<file path="src/rtl/cirx_pkg.sv">
package cirx_pkg;
  localparam int ADDR_W   = 3;
  localparam int LEN_W    = 7;
  localparam int BYTE_W   = LEN_W + 1;

  localparam logic [ADDR_W-1:0] RG_CTRL  = 3'd0;
  localparam logic [ADDR_W-1:0] RG_STAT  = 3'd1;
  localparam logic [ADDR_W-1:0] RG_IEN   = 3'd2;
  localparam logic [ADDR_W-1:0] RG_LEVEL = 3'd3;
  localparam logic [ADDR_W-1:0] RG_DATA  = 3'd4;
  localparam logic [ADDR_W-1:0] RG_FCTL  = 3'd5;
  localparam logic [ADDR_W-1:0] RG_LIMH  = 3'd6;
  localparam logic [ADDR_W-1:0] RG_LIML  = 3'd7;

  localparam int ST_RDR = 7;
  localparam int ST_RTR = 6;
  localparam int ST_PE  = 5;
  localparam int ST_RFO = 4;
endpackage

</file>
<file path="src/rtl/cirx_runlen.sv">
module cirx_runlen #(
  parameter int LIMIT_W = 16,
  parameter int LEN_W   = 7
) (
  input  logic               clk,
  input  logic               rst,
  input  logic               en,
  input  logic               invert,
  input  logic               tick,
  input  logic               ir_in,
  input  logic [LIMIT_W-1:0] limit,
  output logic               push_v,
  output logic [LEN_W:0]     push_byte,
  output logic               pkt_end
);
  localparam logic [LEN_W-1:0] MAX_LEN = {LEN_W{1'b1}};

  logic               smp;
  logic               pol_q;
  logic [LEN_W-1:0]   cnt_q;
  logic               quiet_q;
  logic               flush_q;
  logic [LIMIT_W-1:0] space_q;
  logic [LIMIT_W-1:0] space_nxt;

  assign smp       = ir_in ^ invert;
  assign space_nxt = space_q + 1'b1;

  always_ff @(posedge clk) begin
    if (rst || !en) begin
      pol_q     <= 1'b0;
      cnt_q     <= '0;
      quiet_q   <= 1'b1;
      flush_q   <= 1'b0;
      space_q   <= '0;
      push_v    <= 1'b0;
      push_byte <= '0;
      pkt_end   <= 1'b0;
    end else begin
      push_v  <= 1'b0;
      pkt_end <= 1'b0;
      if (flush_q) begin
        // write out the held space run after the limit tick
        flush_q <= 1'b0;
        if (cnt_q != '0) begin
          push_v    <= 1'b1;
          push_byte <= {1'b0, cnt_q};
        end
        cnt_q   <= '0;
        quiet_q <= 1'b1;
        pkt_end <= 1'b1;
      end else if (tick) begin
        if (quiet_q) begin
          if (smp) begin
            quiet_q <= 1'b0;
            pol_q   <= 1'b1;
            cnt_q   <= 1;
            space_q <= '0;
          end
        end else begin
          if (smp == pol_q) begin
            if (cnt_q == MAX_LEN) begin
              push_v    <= 1'b1;
              push_byte <= {pol_q, MAX_LEN};
              cnt_q     <= 1;
            end else begin
              cnt_q <= cnt_q + 1'b1;
            end
          end else begin
            push_v    <= 1'b1;
            push_byte <= {pol_q, cnt_q};
            pol_q     <= smp;
            cnt_q     <= 1;
          end
          if (smp) begin
            space_q <= '0;
          end else begin
            space_q <= space_nxt;
            if (limit != '0 && space_nxt == limit) flush_q <= 1'b1;
          end
        end
      end
    end
  end

  // an emitted run length is never zero
  a_r1_len_nonzero: assert property (@(posedge clk) disable iff (rst)
    push_v |-> (push_byte[LEN_W-1:0] != '0));

  // the flush cycle after a limit tick needs a tick-free cycle
  a_r3_tick_gap: assert property (@(posedge clk) disable iff (rst)
    tick |=> !tick);
endmodule

</file>
<file path="src/rtl/cirx_fifo.sv">
module cirx_fifo #(
  parameter int DEPTH = 32,
  parameter int W     = 8
) (
  input  logic                   clk,
  input  logic                   rst,
  input  logic                   push,
  input  logic [W-1:0]           din,
  input  logic                   pop,
  input  logic                   flush,
  output logic                   full,
  output logic                   empty,
  output logic [$clog2(DEPTH):0] level,
  output logic [W-1:0]           head
);
  localparam int AW    = $clog2(DEPTH);
  localparam int LVL_W = AW + 1;
  localparam logic [LVL_W-1:0] FULL_LVL = LVL_W'(DEPTH);

  logic [W-1:0]  mem [DEPTH];
  logic [AW-1:0] wptr;
  logic [AW-1:0] rptr;
  logic          do_push;
  logic          do_pop;

  assign full    = (level == FULL_LVL);
  assign empty   = (level == '0);
  assign do_push = push && !full && !flush;
  assign do_pop  = pop && !empty && !flush;
  assign head    = mem[rptr];

  always_ff @(posedge clk) begin
    if (do_push) mem[wptr] <= din;
  end

  always_ff @(posedge clk) begin
    if (rst || flush) begin
      wptr  <= '0;
      rptr  <= '0;
      level <= '0;
    end else begin
      if (do_push) wptr <= wptr + 1'b1;
      if (do_pop)  rptr <= rptr + 1'b1;
      case ({do_push, do_pop})
        2'b10:   level <= level + 1'b1;
        2'b01:   level <= level - 1'b1;
        default: level <= level;
      endcase
    end
  end

  // a push into a full FIFO leaves it full and unchanged
  a_r7_full_holds: assert property (@(posedge clk) disable iff (rst)
    (push && full && !pop && !flush) |=> full);

  // flush empties the FIFO
  a_r9_flush_clears: assert property (@(posedge clk) disable iff (rst)
    flush |=> empty);
endmodule

</file>
<file path="src/rtl/cirx_status.sv">
module cirx_status #(
  parameter int W = 8
) (
  input  logic         clk,
  input  logic         rst,
  input  logic [W-1:0] set,
  input  logic [W-1:0] clr,
  input  logic [W-1:0] ien,
  output logic [W-1:0] status,
  output logic         irq
);
  always_ff @(posedge clk) begin
    if (rst) begin
      status <= '0;
      irq    <= 1'b0;
    end else begin
      status <= (status & ~clr) | set;
      irq    <= |(status & ien);
    end
  end

  // a bit written with 1 and not set again reads 0 afterwards
  a_r5_w1c: assert property (@(posedge clk) disable iff (rst)
    (|(clr & ~set)) |=> ((status & $past(clr & ~set)) == '0));
endmodule

</file>
<file path="src/rtl/cir_rx_sampler.sv">
module cir_rx_sampler
  import cirx_pkg::*;
#(
  parameter int FIFO_DEPTH = 32,
  parameter int LIMIT_W    = 16
) (
  input  logic              clk,
  input  logic              rst,
  input  logic [ADDR_W-1:0] reg_addr,
  input  logic              reg_wr,
  input  logic              reg_rd,
  input  logic [7:0]        reg_wdata,
  output logic [7:0]        reg_rdata,
  input  logic              ir_in,
  input  logic              tick_en,
  output logic              irq
);
  localparam int LVL_W = $clog2(FIFO_DEPTH) + 1;
  localparam logic [LVL_W-1:0] TRIG1 = LVL_W'(1);
  localparam logic [LVL_W-1:0] TRIG2 = LVL_W'(FIFO_DEPTH / 4);
  localparam logic [LVL_W-1:0] TRIG3 = LVL_W'(FIFO_DEPTH / 2);
  localparam logic [LVL_W-1:0] TRIG4 = LVL_W'((3 * FIFO_DEPTH) / 4);

  logic [1:0]         ctrl_q;
  logic [7:0]         ien_q;
  logic [1:0]         trig_q;
  logic [LIMIT_W-1:0] limit_q;

  logic               push_v;
  logic [BYTE_W-1:0]  push_byte;
  logic               pkt_end;
  logic               full;
  logic               empty;
  logic [LVL_W-1:0]   level;
  logic [BYTE_W-1:0]  head;
  logic               flush;
  logic               pop;
  logic [LVL_W-1:0]   trig_lvl;
  logic [LVL_W-1:0]   level_inc;
  logic [7:0]         st_set;
  logic [7:0]         st_clr;
  logic [7:0]         status;

  assign flush     = reg_wr && (reg_addr == RG_FCTL) && reg_wdata[7];
  assign pop       = reg_rd && (reg_addr == RG_DATA);
  assign level_inc = level + 1'b1;
  assign st_clr    = (reg_wr && reg_addr == RG_STAT) ? reg_wdata : 8'h00;

  always_comb begin
    case (trig_q)
      2'd0:    trig_lvl = TRIG1;
      2'd1:    trig_lvl = TRIG2;
      2'd2:    trig_lvl = TRIG3;
      default: trig_lvl = TRIG4;
    endcase
  end

  always_comb begin
    st_set         = 8'h00;
    st_set[ST_RDR] = push_v && !flush;
    st_set[ST_RTR] = push_v && !flush && !full && (level_inc >= trig_lvl);
    st_set[ST_PE]  = pkt_end;
    st_set[ST_RFO] = push_v && !flush && full;
  end

  always_ff @(posedge clk) begin
    if (rst) begin
      ctrl_q  <= '0;
      ien_q   <= '0;
      trig_q  <= '0;
      limit_q <= '0;
    end else if (reg_wr) begin
      case (reg_addr)
        RG_CTRL: ctrl_q <= reg_wdata[1:0];
        RG_IEN:  ien_q  <= reg_wdata;
        RG_FCTL: trig_q <= reg_wdata[1:0];
        RG_LIMH: limit_q[LIMIT_W-1:8] <= reg_wdata[LIMIT_W-9:0];
        RG_LIML: limit_q[7:0] <= reg_wdata;
        default: ;
      endcase
    end
  end

  always_ff @(posedge clk) begin
    if (rst) begin
      reg_rdata <= '0;
    end else if (reg_rd) begin
      case (reg_addr)
        RG_CTRL:  reg_rdata <= {6'b0, ctrl_q};
        RG_STAT:  reg_rdata <= status;
        RG_IEN:   reg_rdata <= ien_q;
        RG_LEVEL: reg_rdata <= 8'(level);
        RG_DATA:  reg_rdata <= empty ? 8'h00 : head;
        RG_FCTL:  reg_rdata <= {6'b0, trig_q};
        RG_LIMH:  reg_rdata <= limit_q[LIMIT_W-1:8];
        default:  reg_rdata <= limit_q[7:0];
      endcase
    end
  end

  cirx_runlen #(.LIMIT_W(LIMIT_W), .LEN_W(LEN_W)) i_runlen (
    .clk(clk), .rst(rst), .en(ctrl_q[0]), .invert(ctrl_q[1]),
    .tick(tick_en), .ir_in(ir_in), .limit(limit_q),
    .push_v(push_v), .push_byte(push_byte), .pkt_end(pkt_end)
  );

  cirx_fifo #(.DEPTH(FIFO_DEPTH), .W(BYTE_W)) i_fifo (
    .clk(clk), .rst(rst), .push(push_v), .din(push_byte), .pop(pop),
    .flush(flush), .full(full), .empty(empty), .level(level), .head(head)
  );

  cirx_status #(.W(8)) i_status (
    .clk(clk), .rst(rst), .set(st_set), .clr(st_clr), .ien(ien_q),
    .status(status), .irq(irq)
  );

  // overrun never appears without data ready
  a_r7_rfo_with_rdr: assert property (@(posedge clk) disable iff (rst)
    $rose(status[ST_RFO]) |-> status[ST_RDR]);

  // no interrupt while every enable has been off for two cycles
  a_r6_irq_needs_enable: assert property (@(posedge clk) disable iff (rst)
    (ien_q == '0 && $past(ien_q) == '0) |-> !irq);
endmodule

</file>
<file path="config.mk">
export PLATFORM = sky130hd
export DESIGN_NAME = cir_rx_sampler
export DESIGN_NICKNAME = d
export VERILOG_FILES = /design/src/rtl/cirx_pkg.sv /design/src/rtl/cirx_runlen.sv /design/src/rtl/cirx_fifo.sv /design/src/rtl/cirx_status.sv /design/src/rtl/cir_rx_sampler.sv
export SDC_FILE = /design/constraint.sdc
export NUM_CORES = 1
export LEC_CHECK = 0
export ABC_AREA = 1
export BUFFER_PORTS_ARGS = -buffer_cell sky130_fd_sc_hd__buf_2
export CORE_MARGIN = 2
export CORE_UTILIZATION = 63
export CTS_CLUSTER_DIAMETER = 50
export DETAILED_ROUTE_END_ITERATION = 10
export PLACE_DENSITY = 0.8
export REMOVE_ABC_BUFFERS = 1
export SKIP_CTS_REPAIR_TIMING = 1
export SYNTH_ARGS = -nofsm -noshare
export SYNTH_HDL_FRONTEND = slang
export SYNTH_SLANG_ARGS = --single-unit
export TNS_END_PERCENT = 50
</file>
<file path="constraint.sdc">
create_clock -name clk -period 2.31 [get_ports clk]
set_input_delay 0.1155 -clock clk [delete_from_list [all_inputs] [get_ports clk]]
set_output_delay 0.1155 -clock clk [all_outputs]
set_load 0.05 [all_outputs]
</file>
==> results.md, run 1 <==
- HPWL after DPL: between 20000 and 30000 um
- I/O pins: 26
- Multi-input gate area: between 0.005 and 0.006 sq mm
- CP Launch Type: flop
- Power Density: approximately 750 mW/mm^2
- Worst min path class: primary input to flop
- Max Root-Sink Buffers: 3
- Vias in the first global route: between 10k and 15k
- FF+latch count, synth: 358
- Final hold vios: 0
- Distinct cells, synth: between 40 and 50
- Slew Limit Fails: 0
- TNS Setup: 0 ns
- Clock-pin slew on the worst setup and hold paths: roughly 0.050 ns
- Most common library cell in the layout ignoring fill and taps: nand2_1
- Critical path required time: 2.74 ns
- Initial antenna violation count: 0
- Row cnt: 57
- Die Y: 162 um
- Clock sink count: 358
- Synth area leaders: edfxtp_1, dfxtp_1, nand2_1
- Final Cycle Share: 0.918
- Post-route ant nets: 0
- Clock latency on the worst-skew pair: about 0.53 ns
- Largest net degree at the start of global routing: just over 100
- Ys async rst share: 0
- Ant diodes: 0
- Nets@finish: roughly 1.8k
- Slew margin rel.: 0.617
- CTS tree: done
- Worst slew pin tran: between 0.5 and 0.6 ns
- Final setup margin: 0.190 ns
- Cts bufs inserted: 38
- Layout area overhead: 13.7%
- Max Fclk: ~0.47 GHz
- GPL Wtd Cong: 0.969
- Total power draw: around 0.013 W
- Htree depth: 2
- Synthesized area per cell: 9.52 sq um
- Pre-CTS WS: 0.104 ns
- Max Clock Skew: between 0.01 and 0.015 ns
- Status: finished, final reports clean
- Post-route cell area: ~0.018 sq mm
- Top-area cell type share of the netlist area: 0.487
- # port buffers: 25
- Drt wl/cell: approximately 19 um
- Detailed Route Iter0 Violations: 1767
- Synthesized netlist cell count: ~1.7k
- Routed WL: 40400 um
- # setup viols final: 0
- GR Overflow Total: 0
- CTS Root Buffer Type: clkbuf_16
- Sequential Area: just under 0.01 sq mm
- Vias per inst: between 5 and 6
- Post-Syn Area: ~0.016 sq mm
- Seq/Total Area, Yosys: 0.616
- Placed Area: roughly 0.017 sq mm
- Post-synth EDFFs: 256
- GRT Total Usage: 0.309
- Initial core utilization: 0.645
- Commonest cells after routing, fill and taps aside: nand2_1, edfxtp_1, nor2_1, nand3_1, inv_1
- Die ar.: approximately 0.026 sq mm
- Placeable Area: between 0.02 and 0.025 sq mm
- Die Width: 162 um
- Detailed Routing Iterations Pass 1: 6
- DRC viols: 0
- Ratio of cells with drive above 1 in the final layout: 0.103
- Fillers: 1644
- Crit path kind: flop to flop
- Vias post-DR: ~12k
- CP Capture Type: flop
- Leading area contributor after synthesis: edfxtp_1
- P_leak: slightly below 7 nW
- Final Critical Period: 2.12 ns
- Yosys warnings: 0
- CP Data Arrival Time: 2.55 ns
- Ys flop type: edfxtp_1
- Peak VDD IR: 0.000658 V
- Wire length of the first global-routing pass: 62900 um
- Max Cap Viol: 0
- Crit path max fanout: 9
## report_power, final
group	switching (W)	internal, W
clock	0.00246	0.00390
combinational	0.000182	0.0000815
sequential	0.0000171	0.00681
## metal layers
layer	wire [um]	global-route usage	vias up
li1	-	-	5791
met1	16100	0.427	5770
met2	18700	0.491	676
met3	4230	0.0631	103
met4	1330	0.113	0
met5	0	0	-
## area by class of cell
type                    instances  share of cell area
multi-input cells            1076               0.285
well taps                     324              0.0226
clock inverters                18              0.0124
inverters                     155              0.0324
flip-flops and latches        358               0.542
repair buffers                104              0.0442
clock buffers                  51              0.0609
## stage by stage
step	utilization	hold WS (ns)	std cells
6_report	0.734	0.0414	2086
5_1_grt	0.734	0.0596	2086
4_1_cts	0.729	-0.116	2076
3_5_place_dp	0.675	0.427	2007
3_3_place_gp	0.675	0.428	2007
2_1_floorplan	-	0.178	1589
## sequential cells by signal (all words and copies together), names as in the netlist, 6 cells and up, named ones only
name / flops
ien_q: 8
reg_rdata: 8
i_runlen.space_q: 16
i_fifo.mem: 256
limit_q: 16
i_status.status: 8
i_fifo.level: 6
i_runlen.push_byte: 8
i_runlen.cnt_q: 7
## cells by family after synthesis
kind of cell	synth area share
AO/OA/AOI/OAI	0.0974
XOR/XNOR	0.00967
adder cells (fa/ha/maj)	0.0111
buffers and inverters	0.0604
flip-flops	0.616
AND/OR/NAND/NOR	0.205
## synthesized netlist by cell type, drive strengths merged (4+ instances only)
master  count
dfxtp     102
edfxtp    256
o21ai     133
a31oi      10
a211oi      5
o22ai       4
buf        46
nand4       6
a221oi      5
inv       154
o211ai     20
nand3     182
clkbuf     22
ha         14
nor2      221
nor3       17
xor2       12
nand2     340
a21oi      88
## critical path, cell delays in order, from the launching register on
cell and delay [ns]:
dfxtp_1 0.32, inv_1 0.12, ha_2 0.22, nand3_2 0.12
o21ai_1 0.17, inv_2 0.11, nand2_4 0.11, inv_1 0.09
ha_2 0.34, buf_4 0.14, a21oi_1 0.04, a221oi_1 0.25
## final timing paths
kind,start,endpoint,slack [ns],cells after the start
worst max-delay path,i_fifo.level[1],i_fifo.level[1],0.19,11
worst min register to register,reg_rdata[1],reg_rdata[1],0.46,2
worst max register to register,i_fifo.level[1],i_fifo.level[1],0.19,11
worst min-delay path,tick_en,i_runlen.pol_q,0.04,5
No activity file was read; power rests on OpenSTA's default activity.
==> run 2: changes to the inputs <==
- MAX_ROUTING_LAYER: unset -> met4
==> run 2 against run 1 <==
The flow now finishes with violations (negative hold slack). Total power decreased by 1.0%. Fmax decreased by 2.6%. Core utilization increased by 0.20 points. Register-to-register slack got worse by 0.06 ns. Sequential cell count unchanged. Count of clock-buffer cells in the layout decreased by 8. First-iteration DRC count decreased by 0.45%. Via count increased by 1.6%. Die area unchanged. Critical path depth unchanged. Routed wire length increased by 3.0%. Critical endpoint is now reg_rdata[2]. Highest routed layer unchanged.
==> results.md, run 2 (synthesized netlist as in run 1, its figures left out) <==
- Status: finished with violations (was finished, final reports clean)
- Failing checks: negative hold slack
- Cts bufs inserted: 38 (unchanged)
- Max Cap Viol: 0 (unchanged)
- Slew Limit Fails: 0 (unchanged)
- Power Density: 739 mW/mm^2 (was 749 mW/mm^2)
- I/O pins: 26 (unchanged)
- Clock sink count: 358 (unchanged)
- # setup viols final: 0 (unchanged)
- Combinational power share: 0.019 (was 0.020)
- # port buffers: 25 (unchanged)
- Die ar.: 0.0263 sq mm (unchanged)
- CP Capture Point: reg_rdata[2] (was i_fifo.level[1])
- Row cnt: 57 (unchanged)
- Post-route ant nets: 0 (unchanged)
- Final hold vios: 2 (was 0)
- RSZ-0062 raised after global routing: no
- Die Y: 162 um (unchanged)
- Most common library cell in the layout ignoring fill and taps: nand2_1 (unchanged)
- Hold WS: -0.0268 ns (was 0.0414 ns)
- Top reg by flops: i_fifo.mem (unchanged)
- NetSw: 0.00271 W (was 0.00265 W)
- Top flop regs: i_fifo.mem (256), i_runlen.space_q (16), limit_q (16) (unchanged)
- Final Util: 0.736 (was 0.734)
- CTS Root Buffer Type: clkbuf_16 (unchanged)
- GPL Wtd Cong: 1.06 (was 0.969)
- Crit path max fanout: 67 (was 9)
- Vias in the first global route: 12.2k (was 11.7k)
- Layout area overhead: 14.0% (was 13.7%)
- Peak VDD IR: 0.000605 V (was 0.000658 V)
- Final Critical Period: 2.18 ns (was 2.12 ns)
- Htree depth: 2 (unchanged)
- TNS Setup: 0 ns (unchanged)
- GRT Total Usage: 0.332 (was 0.309)
- Largest net degree at the start of global routing: 68 (was 103)
- Pre-CTS WS: 0.0819 ns (was 0.104 ns)
- Vias per inst: 5.97 (was 5.92)
- Critical path required time: 2.77 ns (was 2.74 ns)
- Placeable Area: 0.0245 sq mm (unchanged)
- Ratio of cells with drive above 1 in the final layout: 0.113 (was 0.103)
- P_leak: 6.85 nW (was 6.80 nW)
- Detailed Routing Iterations Pass 1: 6 (unchanged)
- Drt wl/cell: 19.8 um (was 19.4 um)
- Initial core utilization: 0.645 (unchanged)
- Clock share of power: 0.467 (was 0.472)
- Clock-pin slew on the worst setup and hold paths: 0.06 ns (was 0.05 ns)
- CP Launch Type: flop (unchanged)
- Detailed Route Iter0 Violations: 1759 (was 1767)
- DRC viols: 0 (unchanged)
- Hold path startpoint: reg_wr (was tick_en)
- R2R setup slack: 0.13 ns (was 0.19 ns)
- Vias post-DR: 12.5k (was 12.3k)
- Sw Ratio: 0.204 (was 0.197)
- Worst slew pin tran: 0.714 ns (was 0.574 ns)
- Total power draw: 0.0133 W (was 0.0134 W)
- Final setup margin: 0.133 ns (was 0.190 ns)
- Wire length of the first global-routing pass: 65400 um (was 62900 um)
- Int Power: 0.0106 W (was 0.0108 W)
- Reg2reg path depth: 11 (unchanged)
- Nets@finish: 1774 (was 1764)
- Routed WL: 41600 um (was 40400 um)
- CP Capture Type: flop (unchanged)
- Max Root-Sink Buffers: 3 (unchanged)
- Hold Path Stages: 3 (was 5)
- Slew margin rel.: 0.523 (was 0.617)
- Max Fclk: 0.459 GHz (was 0.472 GHz)
- R2R Path End: reg_rdata[2] (was i_fifo.level[1])
- HPWL after DPL: 26700 um (was 25500 um)
- Commonest cells after routing, fill and taps aside: nand2_1, edfxtp_1, nor2_1, nand3_1, inv_1 (unchanged)
- CP Data Arrival Time: 2.63 ns (was 2.55 ns)
- Die Width: 162 um (unchanged)
- Fillers: 1671 (was 1644)
- Max Clock Skew: 0.0113 ns (was 0.0117 ns)
- Flop pwr share: 0.513 (was 0.508)
- Initial antenna violation count: 1 (was 0)
- Crit path kind: flop to flop (unchanged)
- CTS tree: done (unchanged)
- Number of flip-flops in the largest register: 256 (unchanged)
- Worst min path class: primary input to flop (unchanged)
- Final Cycle Share: 0.942 (was 0.918)
- Clock latency on the worst-skew pair: 0.53 ns (about the same)
- GR Overflow Total: 0 (unchanged)
[run 2: cell count changes in the layout (fill, tap and decap cells not counted), sizes merged]
cell / change
dlygate4sd3: -1
clkinvlp: +1
clkinv: +9
clkbuf: -8
bufinv: -1
diode: +1
buf: +11
[run 2: area by class of cell]
cell class              instances  area (sq um)  share of cell area
diodes                          1          2.50            0.000139
well taps                     324           405              0.0225
clock buffers                  43          1040              0.0580
multi-input cells            1076          5120               0.284
flip-flops and latches        358          9730               0.541
clock inverters                27           243              0.0135
inverters                     155           582              0.0323
repair buffers                114           866              0.0481
[run 2: layer usage]
metal  vias up  share of wire  global-route usage
met1      5847           0.39               0.434
met4         0          0.043               0.140
met2       734           0.46               0.511
met5         -              0                   -
met3       146           0.10              0.0715
li1       5807              -                   -
[run 2: worst min-delay path by stage]
| stage | to |
|---|---|
| after floorplan | reg_rdata[4] |
| after global placement | ien_q[6] |
| after detailed placement | limit_q[6] |
| after CTS | ien_q[6] |
| after global routing | ctrl_q[0] |
| final | ctrl_q[0] |
[run 2: worst max-delay path: stages, from the launching register on]
cell and delay, ns:
dfxtp_4 0.50, buf_12 0.32, nor2_1 0.13, nor2_1 0.15, o21ai_0 0.13, nand3_1 0.12
nand3_1 0.14, nand3_1 0.25, nand3_1 0.10, nand2_1 0.07, nand2_1 0.05, a21oi_1 0.12
[run 2: per-stage QoR]
stage / instance area (sq um) / cells
4_1_cts: 17900 / 2088
3_5_place_dp: 16600 / 2018
3_3_place_gp: 16600 / 2018
6_report: 18000 / 2098
2_1_floorplan: 15400 / 1589
5_1_grt: 18000 / 2098
[run 2: power groups by stage]
stage / Combinational (W) / Sequential [W] / Clock (W)
4_1_cts: 0.000241 / 0.00683 / 0.00624
3_3_place_gp: 0.000233 / 0.00696 / 0
3_5_place_dp: 0.000237 / 0.00696 / 0
5_1_grt: 0.000284 / 0.00683 / 0.00649
6_report: 0.000259 / 0.00683 / 0.00622
2_1_floorplan: 0.000132 / 0.00698 / 0
